--- config.mk ---
export PLATFORM = sky130hd
export DESIGN_NAME = cos_irq_ctrl
export DESIGN_NICKNAME = d
export VERILOG_FILES = /design/src/rtl/cos_pkg.sv /design/src/rtl/cos_sync.sv /design/src/rtl/cos_detect.sv /design/src/rtl/cos_fsm.sv /design/src/rtl/cos_irq_ctrl.sv
export SDC_FILE = /design/constraint.sdc
export NUM_CORES = 1
export LEC_CHECK = 0
export BUFFER_PORTS_ARGS = -buffer_cell sky130_fd_sc_hd__buf_2
export CAP_MARGIN = 20
export CELL_PAD_IN_SITES_DETAIL_PLACEMENT = 1
export CELL_PAD_IN_SITES_GLOBAL_PLACEMENT = 2
export CORE_UTILIZATION = 35
export CTS_BUF_LIST = sky130_fd_sc_hd__clkbuf_8
export DETAILED_ROUTE_END_ITERATION = 8
export GPL_TIMING_DRIVEN = 0
export PLACE_DENSITY = 0.72
export SYNTH_ARGS = -nofsm -noshare
export SYNTH_HDL_FRONTEND = slang
export SYNTH_HIERARCHICAL = 1
export SYNTH_SLANG_ARGS = --single-unit
--- constraint.sdc ---
create_clock -name clk -period 3.12 [get_ports clk]
set_clock_uncertainty 0.05 [all_clocks]
set_input_delay 0.624 -clock clk [delete_from_list [all_inputs] [get_ports clk]]
set_output_delay 0.624 -clock clk [all_outputs]
set_load 0.01 [all_outputs]
--- src/rtl/cos_pkg.sv ---
package cos_pkg;
    typedef enum logic [1:0] {
        ST_WATCH = 2'd0,
        ST_PEND  = 2'd1,
        ST_BLOCK = 2'd2
    } cos_state_t;

    localparam int OFS_DATA = 'h00;
    localparam int OFS_RMSK = 'h04;
    localparam int OFS_FMSK = 'h08;
    localparam int OFS_STAT = 'h0C;
    localparam int OFS_CTRL = 'h10;

    localparam int CTL_MODE_BIT = 1;
    localparam int CTL_EN_BIT   = 2;
endpackage

--- src/rtl/cos_sync.sv ---
module cos_sync #(
    parameter int W      = 32,
    parameter int STAGES = 2
) (
    input  logic         clk,
    input  logic         rst_n,
    input  logic [W-1:0] din,
    output logic [W-1:0] cur,
    output logic [W-1:0] prev
);
    logic [W-1:0] stg [STAGES];

    always_ff @(posedge clk or negedge rst_n) begin
        if (!rst_n) stg[0] <= '0;
        else        stg[0] <= din;
    end

    for (genvar k = 1; k < STAGES; k++) begin : g_stage
        always_ff @(posedge clk or negedge rst_n) begin
            if (!rst_n) stg[k] <= '0;
            else        stg[k] <= stg[k-1];
        end
    end

    always_ff @(posedge clk or negedge rst_n) begin
        if (!rst_n) prev <= '0;
        else        prev <= stg[STAGES-1];
    end

    assign cur = stg[STAGES-1];
endmodule

--- src/rtl/cos_detect.sv ---
module cos_detect #(
    parameter int NI = 16
) (
    input  logic [NI-1:0] cur,
    input  logic [NI-1:0] prev,
    input  logic [NI-1:0] rmsk,
    input  logic [NI-1:0] fmsk,
    input  logic          level_mode,
    output logic          fire,
    output logic          cond
);
    logic [NI-1:0] edge_hit;
    logic [NI-1:0] lvl_ok;
    logic [NI-1:0] sel;

    for (genvar i = 0; i < NI; i++) begin : g_ch
        assign edge_hit[i] = (rmsk[i] & cur[i] & ~prev[i]) |
                             (fmsk[i] & ~cur[i] & prev[i]);
        assign lvl_ok[i]   = (~rmsk[i] | cur[i]) & (~fmsk[i] | ~cur[i]);
        assign sel[i]      = rmsk[i] | fmsk[i];
    end

    always_comb begin
        cond = (|sel) & (&lvl_ok);
        fire = level_mode ? cond : (|edge_hit);
    end
endmodule

--- src/rtl/cos_fsm.sv ---
module cos_fsm
    import cos_pkg::*;
(
    input  logic       clk,
    input  logic       rst_n,
    input  logic       en,
    input  logic       level_mode,
    input  logic       fire,
    input  logic       cond,
    input  logic       clr,
    output cos_state_t state,
    output logic       capture,
    output logic       pend
);
    cos_state_t nxt;
    logic       released_q;
    logic       released_d;

    always_comb begin
        nxt        = state;
        released_d = released_q;
        unique case (state)
            ST_WATCH: begin
                if (en && fire) begin
                    nxt        = ST_PEND;
                    released_d = 1'b0;
                end
            end
            ST_PEND: begin
                if (!level_mode || !cond) released_d = 1'b1;
                if (clr) begin
                    if (!level_mode || !cond || released_q) nxt = ST_WATCH;
                    else                                     nxt = ST_BLOCK;
                end
            end
            ST_BLOCK: begin
                if (!level_mode || !cond) nxt = ST_WATCH;
            end
            default: nxt = ST_WATCH;
        endcase
    end

    always_ff @(posedge clk or negedge rst_n) begin
        if (!rst_n) begin
            state      <= ST_WATCH;
            released_q <= 1'b0;
        end else begin
            state      <= nxt;
            released_q <= released_d;
        end
    end

    always_comb begin
        capture = (state == ST_WATCH) && en && fire;
        pend    = (state == ST_PEND);
    end


    take_to_pend_chk: assert property (@(posedge clk) disable iff (!rst_n)
        (state == ST_WATCH && en && fire) |=> (state == ST_PEND));


    block_hold_chk: assert property (@(posedge clk) disable iff (!rst_n)
        (state == ST_BLOCK && level_mode && cond) |=> (state != ST_PEND));


    clr_leaves_pend_chk: assert property (@(posedge clk) disable iff (!rst_n)
        (state == ST_PEND && clr) |=> (state != ST_PEND));
endmodule

--- src/rtl/cos_irq_ctrl.sv ---
module cos_irq_ctrl
    import cos_pkg::*;
#(
    parameter int NW     = 32,
    parameter int NI     = 16,
    parameter int STAGES = 2,
    parameter int AW     = 5
) (
    input  logic          clk,
    input  logic          rst_n,
    input  logic [NW-1:0] din,
    input  logic          wr_en,
    input  logic          rd_en,
    input  logic [AW-1:0] addr,
    input  logic [NW-1:0] wdata,
    output logic [NW-1:0] rdata,
    output logic          irq
);
    localparam int PADW = NW - NI;

    logic [NW-1:0] cur, prev;
    logic [NW-1:0] rmsk_q, fmsk_q;
    logic          ctl_en, ctl_mode;
    logic [NI-1:0] snap_q;
    logic          fire, cond, capture, pend, clr;
    cos_state_t    state;

    cos_sync #(.W(NW), .STAGES(STAGES)) u_sync (
        .clk(clk), .rst_n(rst_n), .din(din), .cur(cur), .prev(prev)
    );

    cos_detect #(.NI(NI)) u_det (
        .cur(cur[NI-1:0]), .prev(prev[NI-1:0]),
        .rmsk(rmsk_q[NI-1:0]), .fmsk(fmsk_q[NI-1:0]),
        .level_mode(ctl_mode), .fire(fire), .cond(cond)
    );

    cos_fsm u_fsm (
        .clk(clk), .rst_n(rst_n), .en(ctl_en), .level_mode(ctl_mode),
        .fire(fire), .cond(cond), .clr(clr),
        .state(state), .capture(capture), .pend(pend)
    );

    assign clr = rd_en && (int'(addr) == OFS_STAT);

    always_ff @(posedge clk or negedge rst_n) begin
        if (!rst_n) begin
            rmsk_q   <= '0;
            fmsk_q   <= '0;
            ctl_en   <= 1'b0;
            ctl_mode <= 1'b0;
        end else if (wr_en) begin
            if (int'(addr) == OFS_RMSK) rmsk_q <= wdata;
            if (int'(addr) == OFS_FMSK) fmsk_q <= wdata;
            if (int'(addr) == OFS_CTRL) begin
                ctl_en   <= wdata[CTL_EN_BIT];
                ctl_mode <= wdata[CTL_MODE_BIT];
            end
        end
    end

    always_ff @(posedge clk or negedge rst_n) begin
        if (!rst_n)       snap_q <= '0;
        else if (capture) snap_q <= cur[NI-1:0];
    end

    always_comb begin
        rdata = '0;
        unique case (int'(addr))
            OFS_DATA: rdata = cur;
            OFS_RMSK: rdata = rmsk_q;
            OFS_FMSK: rdata = fmsk_q;
            OFS_STAT: rdata = {{PADW{1'b0}}, snap_q};
            OFS_CTRL: begin
                rdata[CTL_EN_BIT]   = ctl_en;
                rdata[CTL_MODE_BIT] = ctl_mode;
            end
            default:  rdata = '0;
        endcase
    end

    assign irq = pend && ctl_en;


    irq_gated_chk: assert property (@(posedge clk) disable iff (!rst_n)
        !ctl_en |-> !irq);


    and_snap_chk: assert property (@(posedge clk) disable iff (!rst_n)
        (capture && ctl_mode) |=>
            (((snap_q & $past(rmsk_q[NI-1:0])) == $past(rmsk_q[NI-1:0])) &&
             ((~snap_q & $past(fmsk_q[NI-1:0])) == $past(fmsk_q[NI-1:0]))));
endmodule

==> results of run 1 <==
-- state kept, by name, indices dropped and copies added, names as in the netlist --
register and count:
ctl_en 1, ctl_mode 1, fmsk_q 32, rmsk_q 32, snap_q 16, u_fsm/released_q 1, u_fsm/state 2, u_sync/cur 32
u_sync/prev 16, u_sync/stg 32
-- cell type report --
| type | instances | area [µm²] |
|---|---|---|
| flip-flops and latches | 165 | 4130 |
| repair buffers | 105 | 558 |
| well taps | 265 | 332 |
| plain buffers | 58 | 413 |
| fillers | 2090 | 11200 |
| clock inverters | 15 | 183 |
| clock buffers | 17 | 234 |
| inverters | 4 | 18.8 |
| multi-input cells | 305 | 2490 |
-- power by group through the flow --
stage,clock network [mW],logic (mW),registers (mW)
after floorplan,0,0.506,2.67
after global placement,0,0.723,2.75
after detailed placement,0,0.759,2.78
after CTS,1.66,0.770,2.74
after global routing,1.75,0.836,2.79
final,1.60,0.764,2.74
-- stage by stage --
stage                     instances  setup WS [ns]  area (µm²)
after floorplan                 533          0.602        7020
after global placement          902          -1.14        7880
after detailed placement        903         -0.342        7910
after CTS                       934        0.00706        8340
after global routing            934        -0.0128        8360
final                           934         0.0859        8360
-- how the worst max path moves through the flow --
stage | cells after the start | start | end | slack, ns
finish | 7 | addr[2] | rdata[2] | 0.09
global route | 10 | u_sync/cur[6] | snap_q[7] | -0.01
CTS | 10 | u_sync/cur[6] | snap_q[7] | 0.007
detailed placement | 11 | u_sync/cur[6] | snap_q[6] | -0.34
global placement | 1 | rst_n | u_sync/cur[5] | -1.14
floorplan | 11 | u_sync/cur[6] | snap_q[10] | 0.60
-- critical path: stages --
cell      delay, ns
buf_2          0.15
nor2b_1        0.14
clkbuf_1       0.35
clkbuf_1       0.56
a32oi_1        0.22
nand3_1        0.17
buf_2          0.15
-- cell usage in the layout, fill, tap and decap left out, drive strengths merged, types with 4 or more instances in the layout --
| cell | count |
|---|---|
| clkbuf | 28 |
| clkinv | 6 |
| o21ai | 12 |
| a221o | 14 |
| nand2 | 19 |
| buf | 152 |
| nor4 | 13 |
| dfrtp | 165 |
| nand3 | 63 |
| nand4 | 21 |
| inv | 11 |
| a32oi | 4 |
| mux2 | 85 |
| nand3b | 15 |
| mux2i | 16 |
| and3 | 15 |
-- timing repair --
item | 4_1_cts | 5_1_grt
gates cloned | 0 | 0
hold endpoints to repair | 0 | 0
pin swaps | 0 | 0
setup endpoints to repair | 20 | 23
resized for setup | 3 | 9
buffers inserted | 0 | 0
-- metal layers --
metal | track usage, % | up-vias
met5 | 0 | -
li1 | - | 2173
met2 | 34.0 | 107
met3 | 4.93 | 23
met4 | 6.83 | 0
met1 | 27.0 | 2501
==> metrics.md, run 1 <==
| Metric | Value |
|---|---|
| Die Width | `around 140 µm` |
| DP HPWL | `between 10000 and 15000 µm` |
| Slew @ Worst Pin | `around 0.69 ns` |
| Routed WL | `~20000 µm` |
| Root Driver | `clkbuf_8` |
| CTS tree | `built` |
| Via density per instance | `slightly above 5` |
| Starting DRC count in detailed routing | `about 270` |
| Combinational Power Share | `between 10% and 20%` |
| Status | `finished clean` |
| VDD IR max | `287 µV` |
| Layout cells sized above 1 | `between 30% and 40%` |
| DR top layer | `met4` |
| Met1 WL | `between 8000 and 9000 µm` |
| DRT Pass-1 Iters | `4` |
| Final Hold Viols | `0` |
| Clk buf depth | `2` |
| Worst slew margin | `between 50% and 60%` |
| Vias in the first global route | `5277` |
| Largest net degree at the start of global routing | `95` |
| GRT overflow | `0` |
| Syn. warnings | `6` |
| Vias | `between 4000 and 5000` |
| Ant diodes | `0` |
| Core area | `slightly below 20000 µm²` |
| CTS sink cnt | `~170` |
| # H-tree levels | `4` |
| FF-to-FF Start | `u_sync/cur[6]` |
| Leakage | `between 3 and 4 nW` |
| Flop pwr share | `53.7%` |
| CTS Buf Count | `17` |
| WL met2 | `9650 µm` |
| Max-cap viol count | `0` |
| Reg2Reg Capture Point | `snap_q[7]` |
| Crit path required time | `between 2 and 2.5 ns` |
| DRC viols | `0` |
| Syn Area/Cell | `around 13 µm²` |
| P_int | `3.56 mW` |
| Clk Latency, worst-skew pair | `around 0.48 ns` |
| Pwr dens | `approximately 610 nW/µm²` |
| Slew Viols, Final | `0` |
| Period utilization | `between 90 and 100%` |
| Power Total | `between 5 and 6 mW` |
| Worst Path Arrival | `approximately 2.4 ns` |
| Die Area | `~21000 µm²` |
| Minimum clock period after layout | `between 3 and 4 ns` |
| Clock Power Share | `31.4%` |
| Endpoints failing setup | `0` |
| Final core occ | `between 40% and 50%` |
| R2r setup slk | `approximately 0.15 ns` |
| IO buf count | `~100` |
| Crit-path max FO | `10` |
| Rows | `51` |
| # hold bufs at CTS | `0` |
| Final nets | `approximately 730` |
| Area growth, synth to finish | `19.0%` |
| Unrepaired setup endpoints after global routing | `true` |
| Fmax | `approximately 330 MHz` |
| Setup tns final | `0 ns` |
| Startpoint types | `input pin` |
| Ports | `106` |
| Worst-path clk slew | `about 0.11 ns` |
| Antenna violations before repair | `0` |
| Switch share | `between 30% and 40%` |
| GRT Total Usage | `just over 20%` |
| Met3 wire length | `900 µm` |
| Mapped Cells | `roughly 530` |
| Routed length per instance | `roughly 21 µm` |
| Die H | `approximately 140 µm` |
| GP Congestion | `roughly 0.81` |
| Final ANT Viol Nets | `0` |
| Cell Area, Synth | `between 7000 and 8000 µm²` |
| Fin Hold WS | `between 0.009 and 0.01 ns` |
| CP Capture Type | `output port` |
| Min-delay worst type | `input pin to asynchronous set/reset pin` |
| Syn_nets | `606` |
| Initial core utilization | `35.8%` |
| Switching pwr | `between 1.5 and 2 mW` |
| Crit path kind | `input pin to output port` |
| FF-to-FF path depth | `10` |
| First-pass GRT wire length | `between 30000 and 40000 µm` |
Power figures use the tool's default switching activity.
==> run 2, diff against run 1 <==
--- a/config.mk
+++ b/config.mk
@@ -9,11 +9,11 @@
 export CAP_MARGIN = 20
 export CELL_PAD_IN_SITES_DETAIL_PLACEMENT = 1
 export CELL_PAD_IN_SITES_GLOBAL_PLACEMENT = 2
-export CORE_UTILIZATION = 35
+export CORE_UTILIZATION = 44
 export CTS_BUF_LIST = sky130_fd_sc_hd__clkbuf_8
 export DETAILED_ROUTE_END_ITERATION = 8
 export GPL_TIMING_DRIVEN = 0
-export PLACE_DENSITY = 0.72
+export PLACE_DENSITY = 0.87
 export SYNTH_ARGS = -nofsm -noshare
 export SYNTH_HDL_FRONTEND = slang
 export SYNTH_HIERARCHICAL = 1
==> constraint.sdc (replaced) <==
create_clock -name clk -period 3.9 [get_ports clk]
set_clock_uncertainty 0.05 [all_clocks]
set_input_delay 0.78 -clock clk [delete_from_list [all_inputs] [get_ports clk]]
set_output_delay 0.78 -clock clk [all_outputs]
set_load 0.01 [all_outputs]
==> metrics.md, run 2 (synthesis results as in run 1) <==
| Metric | Value |
|---|---|
| Area growth, synth to finish | `17.5%` |
| Root Driver | `clkbuf_8` |
| DR top layer | `met4` |
| Post-Layout Inst Area | `between 8000 and 9000 µm²` |
| GRT Total Usage | `between 20% and 30%` |
| Layout cells sized above 1 | `a little over a third` |
| Max-cap viol count | `0` |
| Largest net degree at the start of global routing | `roughly 90` |
| Postcts setup bufs | `0` |
| Post-Place Cells | `~850` |
| Die Width | `approximately 130 µm` |
| Clock Power Share | `between 30% and 40%` |
| Die H | `~130 µm` |
| Min-delay worst type | `input pin to asynchronous set/reset pin` |
| Switching pwr | `1.15 mW` |
| Final core occ | `53.7%` |
| Crit-path max FO | `10` |
| Startpoint types | `input pin` |
| CP Capture Type | `output port` |
| FF-to-FF Start | `u_sync/cur[2]` |
| Crit path required time | `between 3 and 4 ns` |
| Met3 wire length | `981 µm` |
| Via density per instance | `5.43` |
| Commonest non-fill, non-tap cell in the layout | `dfrtp_1` |
| DP HPWL | `between 10000 and 15000 µm` |
| Initial core utilization | `between 40% and 50%` |
| Unrepaired setup endpoints after global routing | `false` |
| Vias in the first global route | `~5300` |
| Worst-path clk slew | `about 0.090 ns` |
| GRT overflow | `0` |
| Die Area | `roughly 16000 µm²` |
| R2r setup slk | `between 0.5 and 0.6 ns` |
| Pwr dens | `491 nW/µm²` |
| FF-to-FF path depth | `11` |
| P_int | `2.91 mW` |
| Final Non-Filler Cells | `roughly 900` |
| IO buf count | `104` |
| DRC viols | `0` |
| Routed WL | `18700 µm` |
| Slew Viols, Final | `0` |
| Vias | `between 4000 and 5000` |
| CTS sink cnt | `around 170` |
| # H-tree levels | `4` |
| Routed length per instance | `between 20 and 25 µm` |
| Antenna violations before repair | `0` |
| Flop pwr share | `54.0%` |
| Switch share | `between 20% and 30%` |
| CTS Buf Count | `17` |
| Ant diodes | `0` |
| First-pass GRT wire length | `between 30000 and 40000 µm` |
| CTS tree | `built` |
| Worst Path Arrival | `approximately 2.7 ns` |
| Minimum clock period after layout | `about 3.5 ns` |
| Met1 WL | `approximately 8300 µm` |
| VDD IR max | `249 µV` |
| Area after DPL | `between 7000 and 8000 µm²` |
| Core area | `approximately 15000 µm²` |
| Clk buf depth | `2` |
| Most frequent cells in the layout | `dfrtp_1 (165), buf_2 (114), nand3_1 (62)` |
| Rows | `45` |
| GP Congestion | `about 0.87` |
| Status | `finished clean` |
| Starting DRC count in detailed routing | `about 340` |
| Period utilization | `around nine tenths` |
| Endpoints failing setup | `0` |
| Fmax | `roughly 290 MHz` |
| Slew @ Worst Pin | `0.761 ns` |
| Final nets | `730` |
| Clk Latency, worst-skew pair | `0.47 ns` |
| WL met2 | `9180 µm` |
| Final ANT Viol Nets | `0` |
| Ports | `approximately 110` |
| Reg2Reg Capture Point | `snap_q[13]` |
| Crit path kind | `input pin to output port` |
| Combinational Power Share | `about 15%` |
| Worst slew margin | `49.3%` |
| Power Total | `between 4 and 5 mW` |
| DRT Pass-1 Iters | `4` |
| # hold bufs at CTS | `0` |
| Leakage | `about 4 nW` |
| Final Hold Viols | `0` |
| Post-CTS Resized | `0` |
run 2: changes by cell type in the layout (fill, tap and decap cells not counted), sizes merged:
cell | before | now
clkinv | 6 | 5
clkinvlp | 1 | 3
inv | 11 | 7
buf | 152 | 155
bufinv | 1 | 2
run 2: layout make-up:
cell class	count	area [µm²]
fill	1619	7120
sequential	165	4130
multi-input combinational	305	2470
timing repair buffer	105	558
buffer	59	404
tap	211	264
clock buffer	19	262
clock inverter	13	148
inverter	4	15.0
run 2: worst max-delay path: stages:
cell,delay [ns]
buf_2,0.16
nor3_2,0.54
clkbuf_1,0.61
a32oi_1,0.20
a21oi_1,0.22
buf_2,0.16
run 2: power by group through the flow:
stage	registers, mW	logic (mW)	clock network [mW]
final	2.19	0.597	1.27
after global routing	2.22	0.653	1.35
after CTS	2.19	0.601	1.30
after detailed placement	2.22	0.597	0
after global placement	2.19	0.568	0
after floorplan	2.14	0.405	0
run 2: how the worst max path moves through the flow:
stage                       start  slack, ns            end  depth (start not counted)
final                     addr[1]       0.40      rdata[19]                          6
after global routing      addr[1]       0.29      rdata[19]                          6
after CTS                 addr[1]       0.43      rdata[19]                          6
after detailed placement  addr[1]       0.43      rdata[19]                          6
after global placement      rst_n      -0.41  u_sync/cur[5]                          1
after floorplan           addr[3]       1.20      rdata[19]                          5
run 2: routing by layer:
metal / global-route usage, % / vias up
li1: - / 2169
met1: 32.6 / 2445
met2: 41.3 / 143
met3: 4.49 / 23
met4: 8.86 / 0
met5: 0 / -
run 2: through the flow:
stage | hold slack (ns) | setup TNS, ns | worst slack [ns]
floorplan | 0.281 | 0 | 1.20
global placement | 0.281 | -66.24 | -0.413
detailed placement | 0.286 | 0 | 0.427
CTS | 0.222 | 0 | 0.426
global route | 0.261 | 0 | 0.293
finish | 0.214 | 0 | 0.401
